## src/rtl/sync_pwm_pkg.sv

```systemverilog
package sync_pwm_pkg;

    localparam int TICK_W = 16;

    typedef logic [TICK_W-1:0] tick_t;

    typedef enum logic {
        ROLE_SLAVE  = 1'b0,
        ROLE_MASTER = 1'b1
    } role_e;

    typedef enum logic [1:0] {
        LK_NONE = 2'd0,
        LK_ONE  = 2'd1,
        LK_OK   = 2'd2
    } lock_e;

    // Configuration captured at the start of each period
    typedef struct packed {
        tick_t period;
        tick_t on_ticks;
    } cycle_cfg_t;

    function automatic tick_t clamp_ticks(tick_t v, tick_t lo, tick_t hi);
        if (v < lo) return lo;
        if (v > hi) return hi;
        return v;
    endfunction

    function automatic tick_t cap_on(tick_t duty, tick_t period, tick_t off);
        tick_t lim;
        lim = period - off;
        return (duty > lim) ? lim : duty;
    endfunction

endpackage

```

## src/rtl/sync_lock_mon.sv

```systemverilog
module sync_lock_mon
    import sync_pwm_pkg::*;
#(
    parameter int SYNC_STAGES = 2
) (
    input  logic  clk,
    input  logic  rst,
    input  logic  sync_in,
    input  tick_t period,
    output logic  edge_o,
    output logic  locked_o
);
    localparam int MSB = SYNC_STAGES - 1;

    logic [MSB:0] chain_q;
    logic         last_q;
    tick_t        wd_q;
    lock_e        lk_q;
    tick_t        limit;
    logic         expired;

    generate
        if (SYNC_STAGES == 1) begin : g_one_stage
            always_ff @(posedge clk) begin
                if (rst) chain_q <= '0;
                else     chain_q <= sync_in;
            end
        end else begin : g_multi_stage
            always_ff @(posedge clk) begin
                if (rst) chain_q <= '0;
                else     chain_q <= {chain_q[MSB-1:0], sync_in};
            end
        end
    endgenerate

    assign limit   = period + (period >> 1);
    assign expired = (wd_q >= limit);
    assign edge_o  = chain_q[MSB] & ~last_q;

    always_ff @(posedge clk) begin
        if (rst) begin
            last_q <= 1'b0;
            wd_q   <= '0;
            lk_q   <= LK_NONE;
        end else begin
            last_q <= chain_q[MSB];
            if (edge_o) begin
                wd_q <= '0;
                if (expired || lk_q == LK_NONE) lk_q <= LK_ONE;
                else                            lk_q <= LK_OK;
            end else if (expired) begin
                lk_q <= LK_NONE;
            end else begin
                wd_q <= wd_q + tick_t'(1);
            end
        end
    end

    assign locked_o = (lk_q == LK_OK);

    // lock is only ever gained on a detected edge
    p_lock_on_edge_r9: assert property (@(posedge clk) disable iff (rst)
        $rose(locked_o) |-> $past(edge_o));

    // a full window without an edge drops the lock
    p_timeout_drop_r8: assert property (@(posedge clk) disable iff (rst)
        (expired && !edge_o) |=> !locked_o);

endmodule

```

## src/rtl/pwm_period_ctr.sv

```systemverilog
module pwm_period_ctr
    import sync_pwm_pkg::*;
#(
    parameter int DEF_TICKS = 30,
    parameter int OFF_TICKS = 6
) (
    input  logic       clk,
    input  logic       rst,
    input  logic       restart_i,
    input  tick_t      req_period_i,
    input  tick_t      duty_i,
    output tick_t      cnt_o,
    output cycle_cfg_t cfg_o
);
    localparam tick_t OFF = tick_t'(OFF_TICKS);
    localparam tick_t DEF = tick_t'(DEF_TICKS);

    tick_t      cnt_q;
    cycle_cfg_t cfg_q;
    logic       wrap;

    assign wrap = restart_i || (cnt_q >= cfg_q.period - tick_t'(1));

    always_ff @(posedge clk) begin
        if (rst) begin
            cnt_q          <= '0;
            cfg_q.period   <= DEF;
            cfg_q.on_ticks <= '0;
        end else if (wrap) begin
            cnt_q          <= '0;
            cfg_q.period   <= req_period_i;
            cfg_q.on_ticks <= cap_on(duty_i, req_period_i, OFF);
        end else begin
            cnt_q <= cnt_q + tick_t'(1);
        end
    end

    assign cnt_o = cnt_q;
    assign cfg_o = cfg_q;

    p_count_bounded_r2: assert property (@(posedge clk) disable iff (rst)
        cnt_q < cfg_q.period);

    p_on_capped_r4: assert property (@(posedge clk) disable iff (rst)
        cfg_q.on_ticks <= cfg_q.period - OFF);

    p_cfg_held_r3: assert property (@(posedge clk) disable iff (rst)
        (cnt_q != '0) |-> $stable(cfg_q));

endmodule

```

## src/rtl/sync_pwm_timebase.sv

```systemverilog
module sync_pwm_timebase
    import sync_pwm_pkg::*;
#(
    parameter int MIN_TICKS   = 20,
    parameter int MAX_TICKS   = 48,
    parameter int DEF_TICKS   = 30,
    parameter int OFF_TICKS   = 6,
    parameter int SYNC_STAGES = 2
) (
    input  logic              clk,
    input  logic              rst,
    input  logic              role_master_i,
    input  logic              en_i,
    input  logic              use_default_i,
    input  logic [TICK_W-1:0] period_i,
    input  logic [TICK_W-1:0] duty_i,
    input  logic              sync_in_i,
    output logic              sync_out_o,
    output logic              sync_oe_o,
    output logic              hs_on_o,
    output logic              cyc_start_o,
    output logic              sync_lost_o
);
    role_e      role;
    tick_t      req_period;
    logic       edge_w;
    logic       locked_w;
    logic       restart_w;
    logic       run_w;
    tick_t      cnt_w;
    cycle_cfg_t cfg_w;

    assign role       = role_e'(role_master_i);
    assign req_period = use_default_i ? tick_t'(DEF_TICKS)
                      : clamp_ticks(period_i, tick_t'(MIN_TICKS), tick_t'(MAX_TICKS));
    assign restart_w  = (role == ROLE_SLAVE) && edge_w;

    sync_lock_mon #(
        .SYNC_STAGES(SYNC_STAGES)
    ) i_lock (
        .clk      (clk),
        .rst      (rst),
        .sync_in  (sync_in_i),
        .period   (cfg_w.period),
        .edge_o   (edge_w),
        .locked_o (locked_w)
    );

    pwm_period_ctr #(
        .DEF_TICKS(DEF_TICKS),
        .OFF_TICKS(OFF_TICKS)
    ) i_ctr (
        .clk          (clk),
        .rst          (rst),
        .restart_i    (restart_w),
        .req_period_i (req_period),
        .duty_i       (duty_i),
        .cnt_o        (cnt_w),
        .cfg_o        (cfg_w)
    );

    assign run_w       = en_i && ((role == ROLE_MASTER) || locked_w);
    assign hs_on_o     = run_w && (cnt_w < cfg_w.on_ticks);
    assign cyc_start_o = (cnt_w == '0);
    assign sync_oe_o   = (role == ROLE_MASTER);
    assign sync_out_o  = (role == ROLE_MASTER) && (cnt_w < (cfg_w.period >> 1));
    assign sync_lost_o = (role == ROLE_SLAVE) && !locked_w;

    p_hs_blocked_r8: assert property (@(posedge clk) disable iff (rst)
        sync_lost_o |-> !hs_on_o);

    p_restart_r7: assert property (@(posedge clk) disable iff (rst)
        restart_w |=> (cnt_w == '0));

    p_single_strobe_r2: assert property (@(posedge clk) disable iff (rst)
        (cyc_start_o && !restart_w) |=> !cyc_start_o);

    p_off_gate_r6: assert property (@(posedge clk) disable iff (rst)
        !en_i |-> !hs_on_o);

endmodule

```

## config.mk

```make
export PLATFORM = sky130hd
export DESIGN_NAME = sync_pwm_timebase
export DESIGN_NICKNAME = d
export VERILOG_FILES = /design/src/rtl/sync_pwm_pkg.sv /design/src/rtl/sync_lock_mon.sv /design/src/rtl/pwm_period_ctr.sv /design/src/rtl/sync_pwm_timebase.sv
export SDC_FILE = /design/constraint.sdc
export NUM_CORES = 1
export LEC_CHECK = 0
export ABC_CLOCK_PERIOD_IN_PS = 5660
export BUFFER_PORTS_ARGS = -buffer_cell sky130_fd_sc_hd__buf_2
export CORE_AREA = 2 2 128 161
export DETAILED_ROUTE_END_ITERATION = 10
export DIE_AREA = 0 0 130 163
export GPL_TIMING_DRIVEN = 0
export PLACE_DENSITY = 0.47
export SLEW_MARGIN = 20
export SYNTH_ARGS = -nofsm -noshare
export SYNTH_HDL_FRONTEND = slang
export SYNTH_SLANG_ARGS = --single-unit
```

## constraint.sdc

```tcl
create_clock -name clk -period 5.66 [get_ports clk]
set_input_delay 0.566 -clock clk [delete_from_list [all_inputs] [get_ports clk]]
set_output_delay 0.566 -clock clk [all_outputs]
set_load 0.02 [all_outputs]
```

==> metrics.md, run 1 <==
| Metric | Value |
|---|---|
| Status | `finished, final reports clean` |
| Drt total wl | `14100 um` |
| Max Slew Vio Count | `0` |
| Flops & latches, synth | `69` |
| Worst path max stage delay | `0.47 ns` |
| R2R depth | `17` |
| RSZ-0062 raised after global routing | `no` |
| Worst Path Arrival | `5.23 ns` |
| Clock transition at path regs | `0.06 ns` |
| Normalized max-slew margin | `0.462` |
| Async SR Flop Fraction | `0` |
| Share of layout cells above drive strength 1 | `0.107` |
| Worst r2r src | `i_ctr.cfg_o[17]` |
| Peak supply drop | `139 uV` |
| TritonCTS clock tree | `built` |
| Vias/cell | `4.72` |
| Setup Buffers After CTS | `0` |
| CTS Hold Bufs | `0` |
| GRT Overall Usage | `0.143` |
| Switching Power | `316 uW` |
| Worst Setup SP | `i_ctr.cfg_o[17]` |
| Switching Share | `0.252` |
| Drt first-iter violations | `128` |
| Worst Path Required | `5.87 ns` |
| Syn-to-layout area delta | `15.3%` |
| Post-DP HPWL | `11300 um` |
| Worst Hold Class | `primary input to register` |
| Die span in x | `130 um` |
| Cells after synthesis | `689` |
| NumNets Final | `899` |
| Remaining global-route overflow | `0` |
| Cell area after synthesis | `5800 um2` |
| Clock power frac | `0.478` |
| I/O pin count | `43` |
| Clock sink count | `69` |
| TritonCTS Buffers | `9` |
| CTS Root Cell | `clkbuf_16` |
| Vias in the first global route | `4876` |
| Placeable core region | `19800 um2` |
| Comb pwr share | `0.120` |
| Mean Syn Cell Area | `8.41 um2` |
| DRC | `0` |
| Fmax | `199 MHz` |
| Sequential area share after synthesis | `0.238` |
| Setup TNS Final | `0 ns` |
| Layout Skew | `0.00736 ns` |
| EDFF count, synth | `0` |
| Tmin final | `5.02 ns` |
| Setup violators final | `0` |
| Most frequent cells in the layout | `ha_1 (111), dfxtp_1 (69), a21oi_1 (58), inv_1 (55), nor2_1 (55)` |
| RD Place Congestion | `0.721` |
| Fin crit share | `0.887` |
| Vias | `4831` |
| H-tree levels | `3` |
| Hold Fails Final Rpt | `0` |
| Crit-path max FO | `10` |
| Diode count | `0` |
| Beginning of the worst hold path | `sync_in_i` |
| CP Cell Sequence | `ha_1 -> fa_1 -> a211o_1 -> a21oi_1 -> o21a_1 -> o21ai_1 -> o31ai_2 -> mux2i_1 -> a2111oi_0 -> ha_1 -> a211oi_1 -> nand3b_1 -> o31a_1 -> clkbuf_1 -> clkbuf_1 -> o31ai_1 -> a21oi_1` |
| Per-cell routed wire length | `13.7 um` |
| Startpoint Class | `register` |
| Largest net degree at the start of global routing | `12` |
| Setup CP Type | `register to register` |
| Leading cell type in the layout, fill and taps excluded | `ha_1` |
| PD cells | `187 nW/um2` |
| Die Ht | `163 um` |
| # resized after CTS | `0` |
| Power share of the sequential group | `0.402` |
| Initial antenna violation count | `0` |
| Ys flop type | `dfxtp_1` |
| Max cap viols | `0` |
| Row count | `58` |
| Router iterations before antenna repair | `4` |
| Remaining antenna violation count | `0` |
| Slew @ Worst Pin | `0.804 ns` |
| Syn. warnings | `0` |
| Leakage power | `2.94 nW` |
| Distinct cells, synth | `65` |
| Fill count | `2124` |
| Hold-critical path depth | `2` |
| Die area | `21200 um2` |
| Crit-path slowest cell | `a2111oi_0` |
| IO Port Bufs | `40` |
| Internal power | `936 uW` |
| Area post-placement | `6370 um2` |
| Skew-Pair Late Insertion Delay | `0.35 ns` |
| Starting Density | `0.293` |
| Design area | `6680 um2` |
| First-pass GRT wire length | `23800 um` |
| Critical Path Sink Type | `register` |
| Clk buf depth | `2` |
==> sequential cells by signal, summed over array words and instances, names as in the netlist <==
signal,cells
i_lock.last_q,1
i_lock.wd_q,16
i_lock.lk_q,2
i_ctr.cnt_o,16
i_lock.chain_q,2
i_ctr.cfg_o,32
==> final cells by class <==
| class | count | area (um2) | share of cell area |
|---|---|---|---|
| buffer | 22 | 123 | 0.0184 |
| clock buffer | 13 | 270 | 0.0405 |
| sequential | 69 | 1380 | 0.207 |
| multi-input combinational | 552 | 4120 | 0.617 |
| tap | 270 | 338 | 0.0506 |
| timing repair buffer | 40 | 200 | 0.0300 |
| inverter | 55 | 206 | 0.0309 |
| clock inverter | 3 | 42.5 | 0.00637 |
==> cell families (layout without fill, tap and decap cells) <==
logic type | after synthesis | count (layout) | share of synthesized area
simple gates | 215 | 215 | 0.193
compound gates | 166 | 166 | 0.193
fa+ha+maj | 112 | 112 | 0.243
buf+inv | 77 | 133 | 0.0568
flops | 69 | 69 | 0.238
xor+xnor | 43 | 43 | 0.0650
mux | 6 | 6 | 0.0104
other cells | 1 | 10 | 0.000647
==> per-stage QoR <==
step,util,hold slack [ns],power [mW],instances,worst slack [ns]
floorplan,-,0.414,0.615,698,1.45
global placement,0.321,0.414,0.667,1008,0.568
detailed placement,0.321,0.435,0.668,1008,0.585
CTS,0.337,0.433,1.27,1024,0.556
global route,0.337,0.438,1.31,1024,0.165
finish,0.337,0.437,1.25,1024,0.641
==> cell usage after synthesis (all sizes together), types with 2 or more instances <==
cell type / instances / area share
a211o: 2 / 0.0030
ha: 111 / 0.24
o31ai: 16 / 0.022
o21a: 6 / 0.0078
a2111oi: 2 / 0.0030
a31oi: 4 / 0.0069
clkbuf: 13 / 0.0084
xor2: 19 / 0.029
mux2i: 6 / 0.010
or2: 6 / 0.0065
and4: 4 / 0.0060
o211a: 4 / 0.0069
nor4b: 2 / 0.0030
xnor2: 24 / 0.036
nand2: 46 / 0.030
and2: 2 / 0.0026
nor4: 5 / 0.0080
or3: 5 / 0.0054
buf: 8 / 0.0071
nor2b: 10 / 0.011
nand3: 26 / 0.022
a21o: 21 / 0.028
a21oi: 58 / 0.050
o21ai: 23 / 0.021
o21bai: 6 / 0.0078
a311oi: 2 / 0.0030
inv: 55 / 0.036
a221oi: 2 / 0.0030
dfxtp: 69 / 0.24
nor2: 55 / 0.036
nand2b: 5 / 0.0054
a211oi: 7 / 0.0099
nor3: 10 / 0.0086
and3: 7 / 0.0076
or4: 16 / 0.021
a2111o: 3 / 0.0058
nand4: 12 / 0.013
==> layer usage <==
metal,global-route usage,vias to the layer above,part of all wire
met4,0.0547,0,0.018
met3,0.0184,13,0.018
li1,-,2598,-
met5,0,-,0
met2,0.264,37,0.52
met1,0.165,2183,0.45
==> final timing paths <==
check,end,slack (ns)
worst max-delay path,i_lock.wd_q[12],0.64
worst min-delay path,i_lock.chain_q[0],0.44
worst max register to register,i_lock.wd_q[12],0.64
worst min register to register,i_lock.chain_q[1],0.44
==> worst max-delay path: cells and delay by family (launching register included) <==
kind / cells / cell delay [ns]
AOI/OAI and AO/OA: 10 / 2.64
DFF: 1 / 0.39
adders and majority gates: 3 / 1.03
buffers and inverters: 2 / 0.58
muxes: 1 / 0.11
and+or+nand+nor: 1 / 0.12
==> power groups by stage <==
| stage | clock network [mW] | registers [mW] | logic (mW) |
|---|---|---|---|
| 2_1_floorplan | 0 | 0.511 | 0.104 |
| 3_3_place_gp | 0 | 0.514 | 0.154 |
| 3_5_place_dp | 0 | 0.514 | 0.154 |
| 4_1_cts | 0.616 | 0.503 | 0.155 |
| 5_1_grt | 0.636 | 0.504 | 0.174 |
| 6_report | 0.598 | 0.503 | 0.151 |
Power figures use the tool's default switching activity.
==> run 2, diff against run 1 <==
ABC_AREA = 1   (was not set)
ABC_CLOCK_PERIOD_IN_PS = 4300   (was 5660)
CORE_AREA = 2 2 130 163   (was 2 2 128 161)
DIE_AREA = 0 0 132 165   (was 0 0 130 163)
PLACE_DENSITY = 0.48   (was 0.47)
clock period = 4.3 ns   (was 5.66 ns; I/O delays follow)
==> run 2 against run 1 <==
Against the previous run: clock-buffer cell count decreased by 1; clock skew up 0.00084 ns; largest power group unchanged; global-route usage is 0.17 points higher; worst hold slack worse by 0.16 ns.
==> metrics.md, run 2 <==
| Metric | Value |
|---|---|
| Status | `finished, final reports clean (unchanged)` |
| H-tree levels | `3 (unchanged)` |
| Cells after synthesis | `836 (was 689)` |
| Fill count | `2233 (was 2124)` |
| Max cap viols | `0 (unchanged)` |
| Die area | `21800 um2 (was 21200 um2)` |
| Distinct cells, synth | `43 (was 65)` |
| Synth top cells by count | `nand2_1 (155), inv_1 (128), ha_1 (111), a21oi_1 (83), nor2_1 (72) (was ha_1 (111), dfxtp_1 (69), a21oi_1 (58), inv_1 (55), nor2_1 (55))` |
| Top delay family on crit path | `compound AO/OA/AOI/OAI gates (unchanged)` |
| GRT Overall Usage | `0.144 (was 0.143)` |
| Clock transition at path regs | `0.06 ns (about the same)` |
| Vias | `5345 (was 4831)` |
| NumNets Final | `1048 (was 899)` |
| Most frequent cells in the layout | `nand2_1 (155), inv_1 (128), ha_1 (111), a21oi_1 (83), nor2_1 (72) (was ha_1 (111), dfxtp_1 (69), a21oi_1 (58), inv_1 (55), nor2_1 (55))` |
| Vias/cell | `4.56 (was 4.72)` |
| Fin crit share | `0.873 (was 0.887)` |
| Cell area after synthesis | `5970 um2 (was 5800 um2)` |
| Ys flop type | `dfxtp_1 (unchanged)` |
| Clock sink count | `69 (unchanged)` |
| Worst Path Buf+Inv | `3 (was 2)` |
| Remaining antenna violation count | `0 (unchanged)` |
| Tmin final | `3.76 ns (was 5.02 ns)` |
| Startpoint Class | `register (unchanged)` |
| TritonCTS Buffers | `9 (unchanged)` |
| Setup violators final | `0 (unchanged)` |
| Drt first-iter violations | `156 (was 128)` |
| EDFF count, synth | `0 (unchanged)` |
| Die Ht | `165 um (was 163 um)` |
| Die span in x | `132 um (was 130 um)` |
| Dominant cells by area after synthesis | `ha_1 (23%), dfxtp_1 (23%), nand2_1 (9.8%) (was ha_1 (24%), dfxtp_1 (24%), a21oi_1 (5.0%))` |
| Setup CP Type | `register to register (unchanged)` |
| Syn-to-layout area delta | `14.7% (was 15.3%)` |
| Share of layout cells above drive strength 1 | `0.101 (was 0.107)` |
| RSZ-0062 raised after global routing | `no (unchanged)` |
| Row count | `58 (unchanged)` |
| Router iterations before antenna repair | `4 (unchanged)` |
| Final core occ | `0.340 (was 0.337)` |
| Layout Skew | `0.00820 ns (was 0.00736 ns)` |
| CTS Hold Bufs | `0 (unchanged)` |
| Diode count | `0 (unchanged)` |
| Worst Path Arrival | `4.04 ns (was 5.23 ns)` |
| CTS Root Cell | `clkbuf_16 (unchanged)` |
| # resized after CTS | `0 (unchanged)` |
| Remaining global-route overflow | `0 (unchanged)` |
| Worst Path Required | `4.58 ns (was 5.87 ns)` |
| Crit-path max FO | `10 (unchanged)` |
| Syn. warnings | `0 (unchanged)` |
| Max FFs per register | `32 (unchanged)` |
| Hold Fails Final Rpt | `0 (unchanged)` |
| Setup Buffers After CTS | `0 (unchanged)` |
| I/O pin count | `43 (unchanged)` |
| PD cells | `235 nW/um2 (was 187 nW/um2)` |
| Fmax | `266 MHz (was 199 MHz)` |
| DRC | `0 (unchanged)` |
| IO Port Bufs | `42 (was 40)` |
| Worst Hold Class | `primary input to register (unchanged)` |
| Peak supply drop | `196 uV (was 139 uV)` |
| Post-DP HPWL | `12100 um (was 11300 um)` |
| First-pass GRT wire length | `25200 um (was 23800 um)` |
| Critical Path Sink Type | `register (unchanged)` |
| Most frequent cell after synthesis | `nand2_1 (was ha_1)` |
| Setup TNS Final | `0 ns (unchanged)` |
| Worst hold slack | `0.280 ns (was 0.437 ns)` |
| Mean Syn Cell Area | `7.14 um2 (was 8.41 um2)` |
| Skew-Pair Late Insertion Delay | `0.35 ns (about the same)` |
| Flops & latches, synth | `69 (unchanged)` |
| Sequential area share after synthesis | `0.231 (was 0.238)` |
| RD Place Congestion | `0.787 (was 0.721)` |
| Max Slew Vio Count | `0 (unchanged)` |
| Per-cell routed wire length | `12.5 um (was 13.7 um)` |
| Drt total wl | `14700 um (was 14100 um)` |
| Clk buf depth | `2 (unchanged)` |
| Slew @ Worst Pin | `0.943 ns (was 0.804 ns)` |
| Placeable core region | `20100 um2 (was 19800 um2)` |
| Starting Density | `0.297 (was 0.293)` |
| Vias in the first global route | `5405 (was 4876)` |
| Async SR Flop Fraction | `0 (unchanged)` |
| Top cell type's share of synthesized area | `0.233 (was 0.240)` |
| Worst path max stage delay | `0.45 ns (was 0.47 ns)` |
| Leading cell type in the layout, fill and taps excluded | `nand2_1 (was ha_1)` |
| Largest net degree at the start of global routing | `12 (unchanged)` |
| Leakage power | `3.22 nW (was 2.94 nW)` |
| CP Cell Sequence | `inv_1 -> ha_1 -> a21oi_1 -> nand2_1 -> a31oi_1 -> o21ai_1 -> nand3_1 -> nand2_1 -> xor2_1 -> ha_1 -> a21oi_1 -> o21ai_0 -> a21oi_1 -> nand3_2 -> inv_2 -> buf_4 -> nand4_1 -> a21oi_1 (was ha_1 -> fa_1 -> a211o_1 -> a21oi_1 -> o21a_1 -> o21ai_1 -> o31ai_2 -> mux2i_1 -> a2111oi_0 -> ha_1 -> a211oi_1 -> nand3b_1 -> o31a_1 -> clkbuf_1 -> clkbuf_1 -> o31ai_1 -> a21oi_1)` |
| CP most frequent cell | `a21oi_1` |
| Normalized max-slew margin | `0.369 (was 0.462)` |
| Crit-path slowest cell | `dfxtp_1 (was a2111oi_0)` |
| Initial antenna violation count | `0 (unchanged)` |
| TritonCTS clock tree | `built (unchanged)` |
| Area leader, netlist | `ha_1 (unchanged)` |
run 2: changes by cell type after synthesis, sizes merged, moves of 20 or more:
cell / delta
nand2: +113
a21o: -20
nand3: +28
a21oi: +26
inv: +76
nor2: +21
run 2: through the flow:
step                      cell area, um2  setup slack [ns]  total power, mW  cells
final                               6840             0.544             1.61   1173
after CTS                           6840             0.432             1.63   1173
after global routing                6840            0.0661             1.69   1173
after detailed placement            6550             0.464            0.860   1157
after global placement              6550             0.450            0.857   1157
after floorplan                     6000              1.25            0.794    845
run 2: cells by family after synthesis:
family,synth area share
buffers and inverters,0.0935
xor gates and xnor gates,0.0572
and+or+nand+nor,0.260
DFF,0.231
other,0.000628
adders and majority gates,0.236
AOI/OAI and AO/OA,0.121
run 2: path summary, 6_finish.rpt:
kind / from / end / slack, ns / cells after the start
max: i_ctr.cfg_o[18] / i_lock.wd_q[14] / 0.54 / 18
min: sync_in_i / i_lock.chain_q[0] / 0.28 / 3
max reg2reg: i_ctr.cfg_o[18] / i_lock.wd_q[14] / 0.54 / 18
min reg2reg: i_lock.chain_q[0] / i_lock.chain_q[1] / 0.40 / 2
run 2: final cells by class:
cell class	count	area, um2	share of cell area
Multi-Input combinational cell	635	4060	0.594
Buffer	10	66.3	0.00969
Sequential cell	69	1380	0.202
Clock buffer	12	246	0.0360
Inverter	131	492	0.0719
Tap cell	270	338	0.0494
Clock inverter	4	47.5	0.00695
Timing Repair Buffer	42	210	0.0307
run 2: routing by layer:
layer  share of wire  global-route usage
met1            0.45               0.163
met2            0.51               0.278
met3           0.019              0.0196
met4           0.015              0.0489
met5               0                   0
run 2: report_power, final:
| part | internal [mW] | switching (mW) | total, mW |
|---|---|---|---|
| registers | 0.650 | 0.00991 | 0.660 |
| logic | 0.0707 | 0.110 | 0.181 |
| clock network | 0.464 | 0.301 | 0.764 |
run 2: tightest hold or removal path: stages:
cell and delay (ns):
buf_2 0.07, inv_1 0.03, nor2_1 0.06
==> run 3, diff against run 2 <==
--- a/config.mk
+++ b/config.mk
@@ -10,4 +10,5 @@
 export BUFFER_PORTS_ARGS = -buffer_cell sky130_fd_sc_hd__buf_2
 export CORE_AREA = 2 2 130 163
+export CTS_BUF_LIST = sky130_fd_sc_hd__clkbuf_4 sky130_fd_sc_hd__clkbuf_8
 export DETAILED_ROUTE_END_ITERATION = 10
 export DIE_AREA = 0 0 132 165
==> constraint.sdc (replaced) <==
create_clock -name clk -period 4.3 [get_ports clk]
set_input_delay 0.645 -clock clk [delete_from_list [all_inputs] [get_ports clk]]
set_output_delay 0.645 -clock clk [all_outputs]
set_load 0.02 [all_outputs]
==> run 3 against run 2 <==
Against the previous run: die area is the same; via count up 0.17%; clock skew up 0.0021 ns; worst hold slack improved by 0.12 ns; first-iteration DRC count shrank 1.9%; utilization down 0.47 points; total power fell by 12%.
==> metrics.md, run 3 (synthesized netlist as in run 2, its figures left out) <==
| Metric | Value |
|---|---|
| Sequential cell area | `1380 um2 (unchanged)` |
| WP depth | `18 (unchanged)` |
| # resized after CTS | `0 (unchanged)` |
| Grt met3 use | `0.0187 (was 0.0196)` |
| Worst Setup SP | `i_ctr.cfg_o[18] (unchanged)` |
| Reg-to-reg endpoint | `i_lock.wd_q[14] (unchanged)` |
| Met1 Usage GRT | `0.163 (about the same)` |
| DRC | `0 (unchanged)` |
| Max cap viols | `0 (unchanged)` |
| Crit-path slowest cell | `dfxtp_1 (unchanged)` |
| Worst Path Arrival | `4.08 ns (was 4.04 ns)` |
| TritonCTS Buffers | `9 (unchanged)` |
| Startpoint Class | `register (unchanged)` |
| Layout Skew | `0.0103 ns (was 0.00820 ns)` |
| Row count | `58 (unchanged)` |
| RD Place Congestion | `0.787 (unchanged)` |
| Max FFs per register | `32 (unchanged)` |
| Drt total wl | `14700 um (about the same)` |
| Vias | `5354 (was 5345)` |
| TritonCTS clock tree | `built (unchanged)` |
| Per-cell routed wire length | `12.5 um (about the same)` |
| Syn-to-layout area delta | `13.1% (was 14.7%)` |
| Worst Path Required | `4.61 ns (was 4.58 ns)` |
| Slew @ Worst Pin | `0.937 ns (was 0.943 ns)` |
| Worst path max stage delay | `0.46 ns (was 0.45 ns)` |
| Setup Buffers After CTS | `0 (unchanged)` |
| Post-DP HPWL | `12100 um (unchanged)` |
| Fill count | `2248 (was 2233)` |
| Skew-Pair Late Insertion Delay | `0.37 ns (was 0.35 ns)` |
| Initial antenna violation count | `0 (unchanged)` |
| Setup TNS Final | `0 ns (unchanged)` |
| NumNets Final | `1048 (unchanged)` |
| Top delay family on crit path | `compound AO/OA/AOI/OAI gates (unchanged)` |
| Vias/cell | `4.56 (about the same)` |
| GR Util met2 | `0.277 (was 0.278)` |
| PD cells | `209 nW/um2 (was 235 nW/um2)` |
| H-tree levels | `3 (unchanged)` |
| Worst setup endpoint | `i_lock.wd_q[14] (unchanged)` |
| Die span in x | `132 um (unchanged)` |
| Fmax | `265 MHz (was 266 MHz)` |
| Normalized max-slew margin | `0.373 (was 0.369)` |
| Design area | `6750 um2 (was 6840 um2)` |
| Peak supply drop | `164 uV (was 196 uV)` |
| Setup CP Type | `register to register (unchanged)` |
| Clk buf depth | `2 (unchanged)` |
| Status | `finished, final reports clean (unchanged)` |
| GRT Overall Usage | `0.144 (about the same)` |
| Tot Pwr | `1.41 mW (was 1.61 mW)` |
| Hold Fails Final Rpt | `0 (unchanged)` |
| Starting Density | `0.297 (unchanged)` |
| Critical Path Sink Type | `register (unchanged)` |
| Die Ht | `165 um (unchanged)` |
| Drt first-iter violations | `153 (was 156)` |
| Clock sink count | `69 (unchanged)` |
| Leakage power | `3.18 nW (was 3.22 nW)` |
| Tmin final | `3.77 ns (was 3.76 ns)` |
| Worst Path Buf+Inv | `3 (unchanged)` |
| Fin crit share | `0.876 (was 0.873)` |
| CP Cell Sequence | `inv_1 -> ha_1 -> a21oi_1 -> nand2_1 -> a31oi_1 -> o21ai_1 -> nand3_1 -> nand2_1 -> xor2_1 -> ha_1 -> a21oi_1 -> o21ai_0 -> a21oi_1 -> nand3_2 -> inv_2 -> buf_4 -> nand4_1 -> a21oi_1 (unchanged)` |
| CP most frequent cell | `a21oi_1 (unchanged)` |
| Leading cell type in the layout, fill and taps excluded | `nand2_1 (unchanged)` |
| Setup violators final | `0 (unchanged)` |
| Placeable core region | `20100 um2 (unchanged)` |
| I/O pin count | `43 (unchanged)` |
| CTS Hold Bufs | `0 (unchanged)` |
| Worst Hold Class | `register to register (was primary input to register)` |
| Clock transition at path regs | `0.08 ns (was 0.06 ns)` |
| IO Port Bufs | `42 (unchanged)` |
| First-pass GRT wire length | `25200 um (about the same)` |
| Router iterations before antenna repair | `4 (unchanged)` |
| CTS Root Cell | `clkbuf_8 (was clkbuf_16)` |
| Reg2reg setup slack | `0.53 ns (was 0.54 ns)` |
| Beginning of the worst hold path | `i_lock.chain_q[0] (was sync_in_i)` |
| GRT busiest layer | `met2 (unchanged)` |
| Area post-placement | `6550 um2 (unchanged)` |
| Max Slew Vio Count | `0 (unchanged)` |
| Diode count | `0 (unchanged)` |
| R2R depth | `18 (unchanged)` |
| Worst r2r src | `i_ctr.cfg_o[18] (unchanged)` |
| Largest net degree at the start of global routing | `12 (unchanged)` |
| Share of layout cells above drive strength 1 | `0.103 (was 0.101)` |
| Worst hold slack | `0.404 ns (was 0.280 ns)` |
| Remaining global-route overflow | `0 (unchanged)` |
| Most frequent cells in the layout | `nand2_1 (155), inv_1 (128), ha_1 (111), a21oi_1 (83), nor2_1 (72) (unchanged)` |
| Crit-path max FO | `10 (unchanged)` |
| Remaining antenna violation count | `0 (unchanged)` |
| Area of the multi-input gates | `4060 um2 (unchanged)` |
| Die area | `21800 um2 (unchanged)` |
| RSZ-0062 raised after global routing | `no (unchanged)` |
| Vias in the first global route | `5392 (was 5405)` |
run 3: cell count changes in the layout (fill, tap and decap cells not counted):
cell       before  now
clkbuf_16       9    0
clkbuf_4        0    2
clkbuf_8        1   10
clkbuf_1        2    0
run 3: how the worst min path moves through the flow:
stage	endpoint	slack, ns	cells past startpoint
5_1_grt	i_lock.chain_q[1]	0.41	2
3_3_place_gp	i_lock.chain_q[1]	0.39	2
4_1_cts	i_lock.chain_q[1]	0.40	2
3_5_place_dp	i_lock.chain_q[1]	0.39	2
6_report	i_lock.chain_q[1]	0.40	2
2_1_floorplan	i_lock.chain_q[1]	0.39	2
run 3: power breakdown:
part / internal, mW / switching, mW / leakage [nW] / total, mW
sequential: 0.649 / 0.00990 / 0.558 / 0.659
combinational: 0.0707 / 0.110 / 2.52 / 0.181
clock: 0.295 / 0.274 / 0.103 / 0.569
total: 1.01 / 0.395 / 3.18 / 1.41
run 3: worst reg2reg max path, delay by kind of cell (launching register included):
family	cells	cell delay [ns]
AO/OA/AOI/OAI	7	1.17
adder cells (fa/ha/maj)	2	0.68
AND/OR/NAND/NOR	5	0.64
buffers and inverters	3	0.62
flip-flops	1	0.46
XOR/XNOR	1	0.14
run 3: area by class of cell:
type                       instances  share of cell area
buffer                            10             0.00983
clock buffer                      12              0.0226
clock inverter                     4             0.00704
inverter                         131              0.0729
multi-input combinational        635               0.602
sequential                        69               0.205
tap                              270              0.0501
timing repair buffer              42              0.0311
run 3: per-stage QoR:
stage                     utilization  cells  setup WS (ns)
after global routing            0.336   1173         0.0599
after detailed placement        0.326   1157          0.464
after CTS                       0.336   1173          0.427
final                           0.336   1173          0.532
after global placement          0.326   1157          0.450
after floorplan                     -    845           1.25
run 3: routing by layer:
metal / vias up / routed length, um
met2: 50 / 7520
met3: 12 / 361
met5: - / 0
met4: 0 / 212
li1: 2884 / -
met1: 2408 / 6610
